[src/rtl/i2c_byte_master.sv]
module i2c_byte_master #(
  parameter int DIV_W   = 8,
  parameter int DIV_RST = 4
) (
  input  logic             clk,
  input  logic             rst_n,
  input  logic             ctl_wr,
  input  logic [3:0]       ctl_wdata,
  output logic [3:0]       ctl_rdata,
  input  logic             dat_wr,
  input  logic [7:0]       dat_wdata,
  input  logic             pad_wr,
  input  logic             pad_dis,
  input  logic             div_wr,
  input  logic [DIV_W-1:0] div_wdata,
  input  logic             done_clr,
  output logic             done,
  output logic             busy,
  input  logic             sda_in,
  output logic             scl_oe,
  output logic             sda_oe
);
  localparam logic [1:0] S_IDLE = 2'd0, S_START = 2'd1, S_STOP = 2'd2, S_BYTE = 2'd3;
  localparam logic [DIV_W-1:0] ONE = DIV_W'(1);
  localparam logic [DIV_W-1:0] DIV_INIT = DIV_W'(DIV_RST);

  logic [1:0]       st;
  logic [1:0]       qtr;
  logic [3:0]       bitn;
  logic [7:0]       sh;
  logic [DIV_W-1:0] cnt, div_q;
  logic             en_q, ack_q, rs_q, nack_s, done_q, pad_off;
  logic [1:0]       cmd_q;
  logic             rest_scl, rest_sda;
  logic             scl_lvl, sda_lvl;

  wire tick     = (cnt == '0);
  wire seq_end  = tick && (qtr == 2'd3) && (st != S_BYTE || bitn == 4'd8);
  wire cmd_ok   = ctl_wr && ctl_wdata[0];

  always_comb begin
    scl_lvl = rest_scl;
    sda_lvl = rest_sda;
    case (st)
      S_START:
        if (rs_q)
          case (qtr)
            2'd0: {scl_lvl, sda_lvl} = 2'b01;
            2'd1: {scl_lvl, sda_lvl} = 2'b11;
            2'd2: {scl_lvl, sda_lvl} = 2'b10;
            default: {scl_lvl, sda_lvl} = 2'b00;
          endcase
        else
          case (qtr)
            2'd0: {scl_lvl, sda_lvl} = 2'b11;
            2'd1: {scl_lvl, sda_lvl} = 2'b10;
            default: {scl_lvl, sda_lvl} = 2'b00;
          endcase
      S_STOP:
        case (qtr)
          2'd0: {scl_lvl, sda_lvl} = 2'b00;
          2'd1: {scl_lvl, sda_lvl} = 2'b10;
          default: {scl_lvl, sda_lvl} = 2'b11;
        endcase
      S_BYTE: begin
        scl_lvl = (qtr == 2'd1) || (qtr == 2'd2);
        sda_lvl = (bitn == 4'd8) ? 1'b1 : sh[7];
      end
      default: ;
    endcase
  end

  always_ff @(posedge clk or negedge rst_n) begin
    if (!rst_n) begin
      st       <= S_IDLE;
      qtr      <= 2'd0;
      bitn     <= 4'd0;
      sh       <= 8'd0;
      cnt      <= '0;
      div_q    <= DIV_INIT;
      en_q     <= 1'b0;
      cmd_q    <= 2'd0;
      ack_q    <= 1'b0;
      rs_q     <= 1'b0;
      nack_s   <= 1'b0;
      done_q   <= 1'b0;
      pad_off  <= 1'b1;
      rest_scl <= 1'b1;
      rest_sda <= 1'b1;
    end else begin
      if (div_wr) div_q <= div_wdata;
      if (pad_wr) pad_off <= pad_dis;
      if (ctl_wr) {ack_q, cmd_q, en_q} <= ctl_wdata;
      if (done_clr) done_q <= 1'b0;
      if (st == S_IDLE) begin
        cnt  <= div_q;
        qtr  <= 2'd0;
        bitn <= 4'd0;
        if (cmd_ok && ctl_wdata[2:1] == 2'd1) begin
          st   <= S_START;
          rs_q <= ctl_wdata[3];
        end else if (cmd_ok && ctl_wdata[2:1] == 2'd2) begin
          st <= S_STOP;
        end else if (dat_wr && en_q) begin
          st <= S_BYTE;
          sh <= dat_wdata;
        end
      end else if (tick) begin
        cnt <= div_q;
        qtr <= qtr + 2'd1;
        if (st == S_BYTE && qtr == 2'd2 && bitn == 4'd8) nack_s <= sda_in;
        if (st == S_BYTE && qtr == 2'd3) begin
          sh   <= {sh[6:0], 1'b0};
          bitn <= bitn + 4'd1;
        end
        if (seq_end) begin
          st       <= S_IDLE;
          done_q   <= 1'b1;
          rest_scl <= scl_lvl;
          rest_sda <= sda_lvl;
          if (st == S_BYTE) ack_q <= nack_s;
        end
      end else begin
        cnt <= cnt - ONE;
      end
    end
  end

  assign busy      = (st != S_IDLE);
  assign done      = done_q;
  assign ctl_rdata = {ack_q, cmd_q, en_q};
  assign scl_oe    = !pad_off && !scl_lvl;
  assign sda_oe    = !pad_off && !sda_lvl;
endmodule

[config.mk]
export PLATFORM = sky130hd
export DESIGN_NAME = i2c_byte_master
export DESIGN_NICKNAME = d
export VERILOG_FILES = /design/src/rtl/i2c_byte_master.sv
export SDC_FILE = /design/constraint.sdc
export NUM_CORES = 1
export LEC_CHECK = 0
export ABC_AREA = 1
export BUFFER_PORTS_ARGS = -buffer_cell sky130_fd_sc_hd__buf_4
export CAP_MARGIN = 5
export CORE_AREA = 2 2 68 70
export DETAILED_ROUTE_END_ITERATION = 12
export DIE_AREA = 0 0 70 72
export HOLD_SLACK_MARGIN = 0.08
export PLACE_DENSITY = 0.81
export SLEW_MARGIN = 10
export SYNTH_ARGS = -nofsm -noshare
export SYNTH_HDL_FRONTEND = slang
export SYNTH_SLANG_ARGS = --single-unit
[constraint.sdc]
create_clock -name clk -period 1.5 [get_ports clk]
set_input_delay 0.3 -clock clk [delete_from_list [all_inputs] [get_ports clk]]
set_output_delay 0.3 -clock clk [all_outputs]
set_load 0.01 [all_outputs]
==> metrics.csv <==
metric,value,unit
outcome,"complete, but fails checks",
violations,setup timing,
die_x,70,um
yosys.area.top_type,dfrtp_1,
firstDrtPassIters,4,
required,1.20,ns
syn_nets,313,
cts.sinks,42,
total_leakage_power,1.48,nW
dieArea,5040,um^2
grt_max_degree,43,
syn_avg_cell_area,8.32,um^2
die_y,72,um
htreeDepth,2,
internal_power,2.68,mW
post-route-min-period,1.84,ns
p_sw,1.63,mW
pwr-share-clk,16.4,%
drcViolationCount,0,
core,4260,um^2
synth_simple_gate_area_share,29.8,%
cts_buffers,5,
finalWeightedCongestion,0.806,
powerDensity,1440,nW/um^2
first_global_vias,1939,
place_ws,-0.0932,ns
synth_top_family_by_area,simple AND/OR/NAND/NOR gates,
p_total,4.31,mW
ioPinCount,37,
synth_top_area_share,41.4,%
synthToLayoutAreaGrowth,30.5,%
path_clk_slew,0.08,ns
switching_share,37.8,%
setup_viol,3,
peakVddDrop,0.000756,V
syn_inst,276,
ys_types,32,
synth_xor_area_share,2.29,%
synth_fa_ha_area_share,4.36,%
synthTopCellsByArea,"dfrtp_1 41%, nand2_1 14%, nand3_1 5.0%",
vias_per_cell,5.03,
drv_cap,0,
muxShareOfSynthArea,3.87,%
crit_path_end_kind,output port,
arrival,1.54,ns
routed_wl,5040,um
path_class,reg2out,
ys_ff_latch,42,
relSlewSlack,64.7,%
hold_viol_final,0,
avgRoutedWirePerCell,12.8,um
seqPwrFrac,40.7,%
cts_max_path_buffers,2,
drv_slew,0,
max_freq,0.543,GHz
grt_pass1_wl,8410,um
yosysWarnings,0,
grt_use_total,20.8,%
fin_ws,-0.342,ns
drt_iter0_drc,113,
final_core_util,70.3,%
start_util,53.8,%
fin_crit_sh,123,%
root_buffer,clkbuf_8,
clk_latency,0.29,ns
power_frac_comb,42.9,%
io_buffers,36,
antenna_found_initial,0,
fp-row-count,24,
rsz0062_at_grt,true,
grt_overflow,0,
cp_max_fo,3,
start_kind,flop,
worst_hold_path_type,in2reg,
nNetsFinal,376,
clock_skew,0.00858,ns
vias,1972,
n_antenna_cell,0,
dpl.hpwl,3280,um
synth-compound-area-share,6.32,%
layout-drive-gt1-share,35.6,%
ant_nets,0,
synth_seq_area_share,46.0,%
netlist_area,2300,um^2
cts_tree,built,
max_slew.worst_pin.slew,0.529,ns
## metal layers
| metal | global-route usage (%) | up-vias | wire length, um |
|---|---|---|---|
| met2 | 34.6 | 47 | 2470 |
| met3 | 3.33 | 7 | 208 |
| li1 | - | 1000 | - |
| met4 | 9.19 | 0 | 72 |
| met5 | 0 | - | 0 |
| met1 | 27.3 | 918 | 2280 |
## synthesized netlist by cell type
master	instances
a21oi_1	6
and2_1	1
buf_2	1
buf_4	3
buf_6	2
clkbuf_1	1
dfrtp_1	38
dfstp_2	4
ha_1	8
inv_1	26
inv_2	5
mux2_2	7
mux2i_1	1
nand2_1	83
nand2_2	5
nand2_4	1
nand3_1	23
nand3_2	1
nand3_4	2
nand3b_1	1
nand4_1	1
nor2_1	25
nor2_2	2
nor2_4	2
nor2_8	1
o21ai_0	10
o21ai_1	7
o21ai_4	1
o21bai_1	1
o22ai_1	1
xnor2_1	2
xor2_1	4
## what timing repair did
action | CTS | global route
hold endpoints to repair | 38 | 0
pin swaps | 5 | 18
gates resized for setup | 19 | 21
endpoints found under the setup margin | 3 | 21
hold buffers | 1 | 0
buffers inserted | 11 | 4
gates cloned | 0 | 2
## registers in the layout (all words and copies together) (netlist names)
signal    count
bitn          4
ack_q         1
nack_s        1
st            2
rs_q          1
div_q         8
rest_sda      1
pad_off       1
cmd_q         2
done          1
en_q          1
qtr           2
cnt           8
rest_scl      1
sh            8
## placed cells by master (no fill, tap or decap), types with 4 or more instances in the layout
cell      netlist  routed
mux2_2          7       7
dfrtp_2         0       4
nand2_2         5       7
nand2_1        83      78
o21ai_0        10       9
a21oi_1         6       5
nand2_4         1       4
nor2_4          2       4
dfstp_2         4       4
nand3_2         1       4
buf_4           3      56
ha_1            8       4
inv_2           5       9
o21ai_1         7       8
nand3_1        23      22
clkbuf_8        0       5
xor2_1          4       4
inv_1          26      21
nor2_1         25      22
dfrtp_1        38      34
## kinds of logic after synthesis
kind of cell / after synthesis
buf+inv: 38
simple gates: 148
mux: 8
xor+xnor: 6
flops: 42
compound gates: 26
fa+ha+maj: 8
## final cells by class
class                           count  area, um^2
Clock buffer                        8        80.1
Fill cell                         329        1270
Inverter                           31         119
Multi-Input combinational cell    198        1180
Sequential cell                    42        1060
Tap cell                           52        65.1
Timing Repair Buffer               61         488
## through the flow
step	area (um^2)	hold slack [ns]	instances	setup TNS [ns]
global route	3000	0.209	392	-0.886
global placement	2690	0.315	370	-0.0259
finish	3000	0.186	392	-0.659
CTS	2920	0.186	390	-0.764
floorplan	2300	0.00441	276	0
detailed placement	2690	0.320	370	-0.157
## power by group through the flow
| stage | Combinational (mW) | Sequential [mW] | Clock, mW |
|---|---|---|---|
| 2_1_floorplan | 1.05 | 1.67 | 0 |
| 3_3_place_gp | 1.45 | 1.71 | 0 |
| 3_5_place_dp | 1.51 | 1.72 | 0 |
| 4_1_cts | 1.84 | 1.71 | 0.713 |
| 5_1_grt | 2.10 | 1.79 | 0.768 |
| 6_report | 1.85 | 1.75 | 0.706 |
## worst max-delay path, stage by stage (launching register included)
cell and delay (ns):
dfrtp_2 0.45, inv_2 0.10, ha_4 0.21, inv_2 0.06
nand2_2 0.04, nand3_2 0.05, nand4_1 0.10, nor2_1 0.11
buf_4 0.12
## path summary, 6_finish.rpt
path	start	end	slack, ns	cells after the start
worst max-delay path	qtr[0]$_DFFE_PN0P_	scl_oe	-0.34	8
worst min-delay path	done_clr	done$_DFF_PN0_	0.19	2
worst max register to register	qtr[1]$_DFFE_PN0P_	bitn[2]$_DFFE_PN0P_	0.07	9
worst min register to register	cnt[0]$_DFF_PN0_	cnt[0]$_DFF_PN0_	0.47	1
max in group asynchronous	rst_n	st[0]$_DFFE_PN0P_	0.58	2
min in group asynchronous	rst_n	cnt[4]$_DFF_PN0_	0.53	2
Note: power is estimated with default switching activity, not from simulation.
